## config.mk

```make
export PLATFORM = sky130hd
export DESIGN_NAME = shiftadd_fir
export DESIGN_NICKNAME = d
export VERILOG_FILES = /design/src/rtl/fir_csd_pkg.sv /design/src/rtl/fir_flow_ctrl.sv /design/src/rtl/csd_term_net.sv /design/src/rtl/fir_tap_chain.sv /design/src/rtl/shiftadd_fir.sv
export SDC_FILE = /design/constraint.sdc
export NUM_CORES = 1
export LEC_CHECK = 0
export BUFFER_PORTS_ARGS = -buffer_cell sky130_fd_sc_hd__buf_4
export CAP_MARGIN = 0
export CORE_MARGIN = 3
export CORE_UTILIZATION = 40
export DETAILED_ROUTE_END_ITERATION = 8
export HOLD_SLACK_MARGIN = 0.03
export MAX_ROUTING_LAYER = met4
export PLACE_DENSITY_LB_ADDON = 0.05
export RECOVER_POWER = 50
export SLEW_MARGIN = 5
export SYNTH_ARGS = -nofsm -noshare
export SYNTH_HDL_FRONTEND = slang
export SYNTH_SLANG_ARGS = --single-unit
```

## constraint.sdc

```tcl
create_clock -name clk -period 4.52 [get_ports clk]
set_input_delay 0.452 -clock clk [delete_from_list [all_inputs] [get_ports clk]]
set_output_delay 0.452 -clock clk [all_outputs]
set_load 0.05 [all_outputs]
```

## src/rtl/fir_csd_pkg.sv

```systemverilog
package fir_csd_pkg;

  localparam int NTAPS  = 8;
  localparam int NSLOTS = 5;

  // Tap 0 multiplies the newest sample.
  localparam int TAP_COEF [NTAPS]  = '{23, -11, 5, 3, -5, 11, 9, -3};
  // Magnitudes the shared network produces, in slot order.
  localparam int SLOT_MAG [NSLOTS] = '{3, 5, 9, 11, 23};
  // Adder levels of the shared network (3,5,9 on level one; 11,23 on level two).
  localparam int NET_LEVELS = 2;

  function automatic int iabs(int v);
    return (v < 0) ? -v : v;
  endfunction

  function automatic int slot_of(int mag);
    int idx;
    idx = -1;
    for (int i = 0; i < NSLOTS; i++)
      if (SLOT_MAG[i] == mag) idx = i;
    return idx;
  endfunction

  function automatic int coef_abs_sum();
    int s;
    s = 0;
    for (int i = 0; i < NTAPS; i++) s += iabs(TAP_COEF[i]);
    return s;
  endfunction

  function automatic int max_slot_mag();
    int m;
    m = 0;
    for (int i = 0; i < NSLOTS; i++)
      if (SLOT_MAG[i] > m) m = SLOT_MAG[i];
    return m;
  endfunction

endpackage

```

## src/rtl/fir_flow_ctrl.sv

```systemverilog
module fir_flow_ctrl (
  input  logic clk,
  input  logic rst_n,
  input  logic i_valid,
  input  logic o_ready,
  output logic adv,
  output logic v_x,
  output logic v_t,
  output logic o_valid
);

  // One enable for every stage: move when the output slot is free or drained.
  assign adv = !o_valid || o_ready;

  always_ff @(posedge clk) begin
    if (!rst_n) begin
      v_x     <= 1'b0;
      v_t     <= 1'b0;
      o_valid <= 1'b0;
    end else if (adv) begin
      v_x     <= i_valid;
      v_t     <= v_x;
      o_valid <= v_t;
    end
  end

endmodule

```

## src/rtl/csd_term_net.sv

```systemverilog
module csd_term_net
  import fir_csd_pkg::*;
#(
  parameter int DW = 12,
  parameter int PW = 17
) (
  input  logic                 clk,
  input  logic                 rst_n,
  input  logic                 en,
  input  logic signed [DW-1:0] x,
  output logic signed [PW-1:0] term_q [NSLOTS]
);

  logic signed [PW-1:0] xe, t3, t5, t9, t11, t23;
  logic signed [PW-1:0] term_d [NSLOTS];

  assign xe = PW'(x);

  // Level one: single shift-add terms.
  assign t3  = xe + (xe <<< 1);
  assign t5  = xe + (xe <<< 2);
  assign t9  = xe + (xe <<< 3);
  // Level two: reuse of 3x and 9x.
  assign t11 = (xe <<< 3) + t3;
  assign t23 = (xe <<< 5) - t9;

  always_comb begin
    term_d[0] = t3;
    term_d[1] = t5;
    term_d[2] = t9;
    term_d[3] = t11;
    term_d[4] = t23;
  end

  always_ff @(posedge clk) begin
    if (!rst_n) begin
      for (int i = 0; i < NSLOTS; i++) term_q[i] <= '0;
    end else if (en) begin
      for (int i = 0; i < NSLOTS; i++) term_q[i] <= term_d[i];
    end
  end

  // every shared term matches the slot magnitude table.
  always_ff @(posedge clk) begin
    if (rst_n) begin
      for (int i = 0; i < NSLOTS; i++) begin
        a_r2_terms_exact: assert (int'(term_d[i]) == int'(x) * SLOT_MAG[i])
          else $error("term slot %0d wrong", i);
      end
    end
  end

endmodule

```

## src/rtl/fir_tap_chain.sv

```systemverilog
module fir_tap_chain
  import fir_csd_pkg::*;
#(
  parameter int PW = 17,
  parameter int AW = 19
) (
  input  logic                 clk,
  input  logic                 rst_n,
  input  logic                 en,
  input  logic signed [PW-1:0] term [NSLOTS],
  output logic signed [AW-1:0] y
);

  logic signed [AW-1:0] acc_q [NTAPS];
  logic signed [AW:0]   nxt   [NTAPS];

  for (genvar k = 0; k < NTAPS; k++) begin : g_tap
    localparam int MAG = iabs(TAP_COEF[k]);
    localparam int SL  = slot_of(MAG);
    localparam bit NEG = TAP_COEF[k] < 0;

    logic signed [AW:0] up, prod;

    if (k == NTAPS - 1) begin : g_last
      assign up = '0;
    end else begin : g_mid
      assign up = (AW+1)'(acc_q[k+1]);
    end

    assign prod = (AW+1)'(term[SL]);

    // The coefficient sign is folded into the chain adder.
    if (NEG) begin : g_sub
      assign nxt[k] = up - prod;
    end else begin : g_add
      assign nxt[k] = up + prod;
    end

    // the guard bit always agrees with the sign bit.
    a_r4_no_overflow: assert property (@(posedge clk) disable iff (!rst_n)
      en |-> (nxt[k][AW] == nxt[k][AW-1]))
      else $error("tap %0d sum overflows", k);
  end

  always_ff @(posedge clk) begin
    if (!rst_n) begin
      for (int k = 0; k < NTAPS; k++) acc_q[k] <= '0;
    end else if (en) begin
      for (int k = 0; k < NTAPS; k++) acc_q[k] <= nxt[k][AW-1:0];
    end
  end

  assign y = acc_q[0];

endmodule

```

## src/rtl/shiftadd_fir.sv

```systemverilog
module shiftadd_fir
  import fir_csd_pkg::*;
#(
  parameter  int DW            = 12,
  parameter  int NET_DEPTH_MAX = 4,
  localparam int AW            = DW + $clog2(coef_abs_sum() + 1)
) (
  input  logic                 clk,
  input  logic                 rst_n,
  input  logic                 i_valid,
  output logic                 i_ready,
  input  logic signed [DW-1:0] i_data,
  output logic                 o_valid,
  input  logic                 o_ready,
  output logic signed [AW-1:0] o_data
);

  localparam int PW = DW + $clog2(max_slot_mag() + 1);

  if (NET_LEVELS > NET_DEPTH_MAX) begin : g_depth_chk
    $error("shared term network is deeper than NET_DEPTH_MAX");
  end

  logic                 adv, v_x, v_t;
  logic signed [DW-1:0] x_q;
  logic signed [PW-1:0] terms [NSLOTS];

  fir_flow_ctrl u_ctrl (
    .clk     (clk),
    .rst_n   (rst_n),
    .i_valid (i_valid),
    .o_ready (o_ready),
    .adv     (adv),
    .v_x     (v_x),
    .v_t     (v_t),
    .o_valid (o_valid)
  );

  assign i_ready = adv;

  always_ff @(posedge clk) begin
    if (!rst_n)                x_q <= '0;
    else if (adv && i_valid)   x_q <= i_data;
  end

  csd_term_net #(.DW(DW), .PW(PW)) u_net (
    .clk    (clk),
    .rst_n  (rst_n),
    .en     (adv),
    .x      (x_q),
    .term_q (terms)
  );

  fir_tap_chain #(.PW(PW), .AW(AW)) u_chain (
    .clk   (clk),
    .rst_n (rst_n),
    .en    (adv && v_t),
    .term  (terms),
    .y     (o_data)
  );

  // a stalled result stays put.
  a_r6_hold_output: assert property (@(posedge clk) disable iff (!rst_n)
    (o_valid && !o_ready) |=> (o_valid && $stable(o_data)))
    else $error("stalled result changed");

  // no sample is taken while the result is stalled.
  a_r6_block_input: assert property (@(posedge clk) disable iff (!rst_n)
    (o_valid && !o_ready) |-> !i_ready)
    else $error("input accepted during stall");

endmodule

```

### Word level (Yosys, flattened, before mapping)

Memory sizes are Yosys's and may differ from the RTL's.
Cells that the tools add are included.

* add/subtract/negate cells: 13
* mux-type cells: 12
* bitwise gates (word level): 8
* reductions and logical operators: 4

Operators with widths (number)
* two-way mux 19 bit: 8
* adder 19 x 17 -> 19 bit: 2
* adder 19 x 14 -> 19 bit: 1
* adder 19 x 15 -> 19 bit: 1
* adder 19 x 16 -> 19 bit: 1
* subtractor 19 x 15 -> 19 bit: 1
* subtractor 19 x 17 -> 19 bit: 1
* subtractor 17 x 16 -> 17 bit: 1
* adder 12 x 15 -> 16 bit: 1
* adder 15 x 14 -> 16 bit: 1
* adder 12 x 14 -> 15 bit: 1
* subtractor 1 x 14 -> 15 bit (first input constant): 1
* adder 12 x 13 -> 14 bit: 1
* OR 1 bit: 8
* two-way mux 1 bit: 4
* logical AND 1 bit: 2
* zero test 1 bit: 1
* logical OR 1 bit: 1

* flip-flop bits (word level): 94
* RAM bits: 152
* input port bits: 16
* output and inout port bits: 21
* word-level logic and storage cells: 47
* memories kept: 1

Memory list
* u_chain.acc_q: words 8, bits a word 19, rd ports 8, clocked after Yosys merged registers in 0, wr ports 8, RTL line fir_tap_chain.sv:14 `logic signed [AW-1:0] acc_q [NTAPS];`

### Depth between registers and ports, before layout

Gate-level depths: netlist of the first run.

* depth after elaboration: 7
* depth in mapped cells: 16
* depth with buffers taken out: 16

### Cells and area by module

From an unflattened synthesis of the first run, not the netlist that was laid out.

* cells, all modules: 1864
* area total of the unflattened synthesis: 17327.9 µm²

Modules (own cells, without submodules)
* fir_tap_chain: instances 1, cells each 1199, area an instance 11612.4 µm², sequential area each 4534.3 µm²
* csd_term_net: instances 1, cells each 599, area an instance 5082.4 µm², sequential area each 1341.3 µm²
* shiftadd_fir: instances 1, cells each 55, area an instance 516.7 µm², sequential area each 240.2 µm²
* fir_flow_ctrl: instances 1, cells each 11, area an instance 116.4 µm², sequential area each 60.1 µm²

### Worst setup path after synthesis of the first run

No wires, ideal clock.

* path kind: reg-to-reg
* from: register u_ctrl.o_valid
* to: memory u_chain.acc_q[0][0] (enable)
* library setup time: 1242 ps
* arrival: 3806 ps
* required time: 3278 ps
* slack: -528 ps
* stages on the path, launching flop included: 7
* path buffers: 2
* clock period less this slack: 5048 ps
* cell sequence: dfxtp_1 -> nor2b_1 -> clkbuf_1 -> inv_1 -> clkbuf_1 -> nand2_1 -> nand2_1

RTL lines
* from (decl): RTL line fir_flow_ctrl.sv:9 `output logic o_valid`
* from (signal assigned): RTL line fir_flow_ctrl.sv:23 `o_valid <= v_t;`
* to (decl): RTL line fir_tap_chain.sv:14

### Worst setup path after layout of the first run

* from: register x_q[2]
* to: register u_net.term_q[31] in the netlist's numbering

* word-level cells in the longest chain between the ends: 2

Ends and longest elaborated chain
* from (decl): RTL line shiftadd_fir.sv:25 `logic signed [DW-1:0] x_q;`
* from (signal assigned): RTL line shiftadd_fir.sv:43 `else if (adv && i_valid) x_q <= i_data;`
* adder 12 x 13 -> 14 bit: RTL line csd_term_net.sv:20 `assign t3 = xe + (xe <<< 1);`
* named net u_net.t3[4]: RTL line csd_term_net.sv:14 `logic signed [PW-1:0] xe, t3, t5, t9, t11, t23;`
* adder 15 x 14 -> 16 bit: RTL line csd_term_net.sv:24 `assign t11 = (xe <<< 3) + t3;`
* to (decl): RTL line csd_term_net.sv:11 `output logic signed [PW-1:0] term_q [NSLOTS]`

The timed path passes the listed nets, and every way through them passes these cells.
A chain may end at the register's enable or synchronous reset.

==> results of run 1 <==
[final cells by class]
class,instances,area [sq um]
inverters,102,384
multi-input cells,1334,9070
fillers,3781,21400
well taps,518,648
clock inverters,9,96.3
clock buffers,47,926
repair buffers,53,312
flip-flops and latches,230,6090
[state kept, by name (all words and copies together), names as in the netlist]
register / flops
u_ctrl.o_valid: 1
u_net.term_q: 67
u_chain.acc_q: 148
u_ctrl.v_x: 1
u_ctrl.v_t: 1
x_q: 12
[logic make-up (layout without fill, tap and decap cells)]
family                     after synthesis  count (layout)  share of synthesized area
and+or+nand+nor                        600             600                      0.175
DFF                                    230             230                      0.383
buffers and inverters                  169             211                     0.0456
muxes                                    6               6                    0.00378
adders and majority gates              190             190                      0.155
AOI/OAI and AO/OA                      415             415                      0.168
xor gates and xnor gates               123             123                     0.0688
[metrics by stage]
stage	std cells	total power, mW	instance area, sq um	worst slack [ns]	util
global route	2293	7.10	17500	0.151	0.450
detailed placement	2237	4.32	16600	0.486	0.427
floorplan	1733	3.88	15900	0.806	-
CTS	2293	6.82	17700	0.436	0.454
finish	2293	6.72	17500	0.415	0.450
global placement	2237	4.30	16600	0.570	0.427
[layer usage]
layer	up-vias	routed length, um
met2	179	18600
met3	70	1520
met4	0	1230
met1	5704	18600
li1	6228	-
met5	-	0
[critical path, delay by kind of cell (launching register included)]
kind	cells	cell delay [ns]
adder cells (fa/ha/maj)	2	0.64
AO/OA/AOI/OAI	11	2.17
flip-flops	1	0.69
XOR/XNOR	1	0.24
buffers and inverters	1	0.16
[power by group]
part | switching, mW | total, mW | internal [mW]
logic | 1.01 | 1.70 | 0.683
clock network | 0.944 | 2.45 | 1.51
registers | 0.133 | 2.57 | 2.44
[cells in the mapped netlist, drive strengths merged, types with 14 or more instances]
master / count
nor2b: 31
edfxtp: 148
xnor2: 76
o211ai: 20
inv: 102
or3: 15
a21o: 50
nor3b: 16
ha: 176
a21oi: 146
nor3: 63
a211oi: 23
buf: 37
a31oi: 14
nand2: 168
nand2b: 19
clkbuf: 29
o21ai: 64
and2: 14
nor2: 189
nand3: 36
o21bai: 21
xor2: 47
dfxtp: 82
o21a: 22
and3: 17
[worst max-delay path by stage]
stage                 from                to  slack (ns)  cells past startpoint
detailed placement  x_q[0]  u_net.term_q[16]        0.49                     15
global route        x_q[2]  u_net.term_q[31]        0.15                     15
global placement    x_q[0]  u_net.term_q[16]        0.57                     15
finish              x_q[2]  u_net.term_q[31]        0.41                     15
CTS                 x_q[2]  u_net.term_q[31]        0.44                     15
floorplan           x_q[3]  u_net.term_q[16]        0.81                     15
==> summary.txt, run 1 <==
Outcome
  – Outcome: finished with violations
  – Failing checks: max-capacitance violations, max-slew violations

Final layout
  – Layout cell share with drive strength beyond 1: 0.0597
  – Antenna fix cells: 0
  – Area grow syn2layout: 10.4%
  – Most frequent cells in the layout: 189 x nor2_1, 176 x ha_1, 167 x nand2_1
  – Commonest non-fill, non-tap cell in the layout: nor2_1
  – Final #Nets: 1,954

STA
  – Setup TNS: 0 ns
  – Fin crit share: 0.908
  – Skew final: 0.0115 ns
  – Worst slew margin: -0.646
  – Min Tclk post-route: 4.11 ns
  – Final hold viol count: 0
  – Hold WS: 0.137 ns
  – Unrepaired setup endpoints after global routing: no
  – Max-slew violation count: 276
  – Slew @ Worst Pin: 2.47 ns
  – FMAX: 0.244 GHz
  – # setup viols final: 0

Critical path
  – Critical path class: reg -> reg
  – FF-to-FF Start: x_q[2]
  – Slowest-stage cell, CP: dfxtp_1
  – Worst Reg-to-Reg Cells: 15
  – Nature of the critical path startpoint: flip-flop
  – CP cell instances: inv_1, ha_1, a21o_1, a21oi_1, xnor2_1, ha_1, a21o_1, a21oi_1, o21bai_1, a21oi_1, o21bai_1, a21oi_1, o21ai_0, a2111oi_0, a211oi_1
  – Worst path arrival time: 4.48 ns
  – CP required: 4.89 ns
  – CP max stage delay: 0.69 ns
  – Crit Path Max Fanout: 12
  – Setup crit end kind: flip-flop
  – Worst reg2reg endpoint: u_net.term_q[31]
  – Reg2Reg Setup Slack: 0.41 ns
  – Most frequent CP cell: a21oi_1

Routing
  – Post-DRT Antenna Nets: 0
  – Via density: 5.31
  – Vias: 12,200
  – Post-route DRC: 0
  – Routed WL: 39,900 um
  – WL/cell: 17.4 um
  – Drt initial violations: 613
  – Drt pass-1 iters: 5

GRT
  – GRT Total Usage: 0.195
  – Wire length of the first global-routing pass: 62,500 um
  – Largest net degree at the start of global routing: 97
  – Met3 Track Usage GR: 0.0266
  – GR Layer Usage met2: 0.320
  – Total grt overflow: 0
  – Layer with the highest usage: met2
  – Initial antenna violation count: 0
  – Vias in the first global route: 12,000
  – Met1 usage: 0.252

Synth
  – Top_reg_cell synth: edfxtp_1
  – Cell area after synthesis: 15,900 sq um
  – Post-synth EDFFs: 148
  – Yosys warning total: 0
  – Cells after synthesis: 1,733
  – Largest cells by area after synthesis: edfxtp_1 28%, ha_1 14%, dfxtp_1 10%, a21oi_1 4.5%, nor2_1 4.5%
  – Synth Register Bits: 230
  – Synth Area per Inst: 9.16 sq um
  – Sequential area share after synthesis: 0.383
  – Cell taking the most area after synthesis: edfxtp_1
  – Syn nets: 1,936
  – Synth top area share: 0.280
  – Post-synthesis cell type count: 71
  – FFs w/ async S/R, synth: 0

Floorplan
  – Die W: 205 um
  – Core area: 38,900 sq um
  – # IOs: 37
  – Die height: 205 um
  – Die Footprint: 42,100 sq um
  – Initial Util: 0.408
  – Std-Cell Rows: 72

CTS
  – Number of CTS-inserted buffers: 30
  – Hold buffers post-CTS: 0
  – Reg clk slew, reported paths: 0.06 ns
  – CTS tree: built
  – Clock Root Buffer: clkbuf_16
  – Clock buffer depth: 3
  – Postcts setup bufs: 0
  – Worst skew pair latency: 0.57 ns
  – CTS sink cnt: 230
  – H-tree Lvls: 1
  – Post-cts sizing count: 0

Placement
  – Port bufs: 36
  – GP Congestion: 0.842
  – Final HPWL DP: 28,900 um

Worst hold path
  – WHS Endpoint: x_q[7]
  – Hold path startpoint: i_data[7]
  – Worst Hold Class: in -> reg
  – Hold depth: 3

Power
  – Power per cell area: 384 nW/um^2
  – Peak VDD IR: 0.288 mV
  – Leak: 7.45 nW

Flow run
  – Max-Cap Viols: 4
Power figures use the tool's default switching activity.
==> run 2: changes to the inputs <==
Settings changed: CORE_UTILIZATION 40 to 45.
==> run 2 against run 1 <==
Net effect:
- the flow still finishes with violations (max-capacitance violations, max-slew violations)
- sequential power about the same
- die area down 11%
- via count down 0.13%
==> summary.txt, run 2 (same netlist as run 1, synthesis figures left out) <==
CTS
  – Worst skew pair latency: 0.54 ns (-0.03 ns)
  – CTS sink cnt: 230 (unchanged)
  – Clock buffer depth: 3 (unchanged)
  – Hold buffers post-CTS: 0 (unchanged)
  – Clock Root Buffer: clkbuf_16
  – Reg clk slew, reported paths: 0.06 ns (about the same)
  – CTS tree: built
  – Number of CTS-inserted buffers: 29 (-3.3%)
  – H-tree Lvls: 1 (unchanged)
  – Post-cts sizing count: 0 (unchanged)
  – Postcts setup bufs: 0 (unchanged)

STA
  – # setup viols final: 0 (unchanged)
  – Fin crit share: 0.910 (+0.00222)
  – Min Tclk post-route: 4.12 ns (+0.0100 ns)
  – Hold WS: 0.160 ns (+0.0232 ns)
  – Skew final: 0.0106 ns (-0.000842 ns)
  – Slew @ Worst Pin: 2.93 ns (+0.460 ns)
  – Max-slew violation count: 235 (-15%)
  – Final hold viol count: 0 (unchanged)
  – Unrepaired setup endpoints after global routing: no
  – FMAX: 0.243 GHz (-0.24%)
  – Setup WS post-layout: 0.405 ns (-0.0100 ns)
  – Setup TNS: 0 ns (unchanged)
  – Worst slew margin: -0.952 (-0.307)

Outcome
  – Outcome: finished with violations
  – Failing checks: max-capacitance violations, max-slew violations

Placement
  – Port bufs: 36 (unchanged)
  – Area after DPL: 16,500 sq um (-0.64%)
  – Final HPWL DP: 28,300 um (-2.4%)
  – Dpl cells: 2,172 (-2.9%)
  – Setup WS pre-CTS: 0.425 ns (-0.0615 ns)
  – GP Congestion: 0.864 (+2.6%)

Critical path
  – Most frequent CP cell: a21oi_1
  – Worst path arrival time: 4.48 ns (about the same)
  – Crit Path Max Fanout: 12 (unchanged)
  – Slowest-stage cell, CP: dfxtp_1
  – Critical path class: reg -> reg
  – CP max stage delay: 0.49 ns (-0.20 ns)
  – Nature of the critical path startpoint: flip-flop
  – CP cell instances: ha_1, fa_1, a21o_1, a21oi_1, o21bai_1, a21oi_1, o21bai_1, a21oi_1, o21ai_0, or3_1, nand2_1, ha_1, a21oi_1, o21ai_0, a2111oi_0, a211oi_1
  – CP required: 4.88 ns (about the same)
  – Setup crit end kind: flip-flop

Floorplan
  – Core area: 34,600 sq um (-11%)
  – # IOs: 37 (unchanged)
  – Initial Util: 0.458 (+0.0505)
  – Std-Cell Rows: 68 (-5.6%)
  – Die height: 194 um (-5.6%)
  – Die Footprint: 37,600 sq um (-11%)
  – Die W: 194 um (-5.6%)

GRT
  – Largest net degree at the start of global routing: 112 (+15%)
  – GRT Total Usage: 0.210 (+0.0150)
  – Total grt overflow: 0 (unchanged)
  – Vias in the first global route: 12,000 (-0.10%)
  – Initial antenna violation count: 0 (unchanged)
  – Wire length of the first global-routing pass: 61,800 um (-1.2%)

Final layout
  – Antenna fix cells: 0 (unchanged)
  – Final cell count without fillers: 2,225 (-3.0%)
  – Largest register by flop count: u_chain.acc_q
  – Largest registers: u_chain.acc_q x148, u_net.term_q x67, x_q x12
  – Most frequent cells in the layout: 189 x nor2_1, 176 x ha_1, 167 x nand2_1
  – Cell area after layout: 17,300 sq um (-1.0%)
  – Area grow syn2layout: 9.23%
  – Final #Nets: 1,951 (-0.15%)
  – Largest register FFs: 148 (unchanged)
  – Fillers: 3,301 (-13%)
  – Commonest non-fill, non-tap cell in the layout: nor2_1
  – Layout cell share with drive strength beyond 1: 0.0548 (-0.00492)

Routing
  – Routed WL: 38,800 um (-2.8%)
  – Post-DRT Antenna Nets: 0 (unchanged)
  – Drt pass-1 iters: 5 (unchanged)
  – WL/cell: 17.5 um (+0.22%)
  – Via density: 5.47 (+2.9%)
  – Post-route DRC: 0 (unchanged)
  – Vias: 12,200 (-0.13%)
  – Drt initial violations: 671 (+9.5%)

Power
  – Peak VDD IR: 0.332 mV (+15%)
  – Leak: 7.38 nW (-0.86%)
  – Power per cell area: 379 nW/um^2 (-1.3%)

Flow run
  – Max-Cap Viols: 3 (-1)

Worst hold path
  – Worst Hold Class: in -> reg
## run 2: worst paths after layout
kind / startpoint / endpoint / slack (ns) / depth (start not counted)
setup / recovery: x_q[1] / u_net.term_q[31] / 0.40 / 16
hold / removal: i_data[5] / x_q[5] / 0.16 / 3
setup reg to reg: x_q[1] / u_net.term_q[31] / 0.40 / 16
hold reg to reg: u_net.term_q[2] / u_net.term_q[2] / 0.45 / 2
## run 2: per-layer routing
layer,global-route usage,wire [um]
met5,-,0
met4,0.0516,789
met3,0.0214,1490
met2,0.355,18400
met1,0.272,18200
## run 2: area by class of cell
class | instances | area (sq um) | share of cell area
Timing Repair Buffer | 51 | 287 | 0.0165
Sequential cell | 230 | 6090 | 0.351
Clock inverter | 8 | 87.6 | 0.00505
Clock buffer | 45 | 846 | 0.0488
Multi-Input combinational cell | 1334 | 9080 | 0.524
Tap cell | 455 | 569 | 0.0328
Inverter | 102 | 384 | 0.0222
## run 2: worst max-delay path, delay by kind of cell, from the launching register on
family,cells,cell delay (ns)
AOI/OAI and AO/OA,11,2.03
and+or+nand+nor,2,0.46
DFF,1,0.49
adders and majority gates,3,0.95
## run 2: per-stage QoR
stage / total power, mW / utilization
after floorplan: 3.88 / -
final: 6.57 / 0.501
after global placement: 4.29 / 0.477
after global routing: 6.93 / 0.501
after CTS: 6.63 / 0.504
after detailed placement: 4.31 / 0.477
## run 2: where the power goes
part           switching (mW)  internal (mW)  leakage [nW]
logic                    1.01          0.680          4.70
registers               0.136           2.44          2.22
clock network           0.914           1.39         0.459
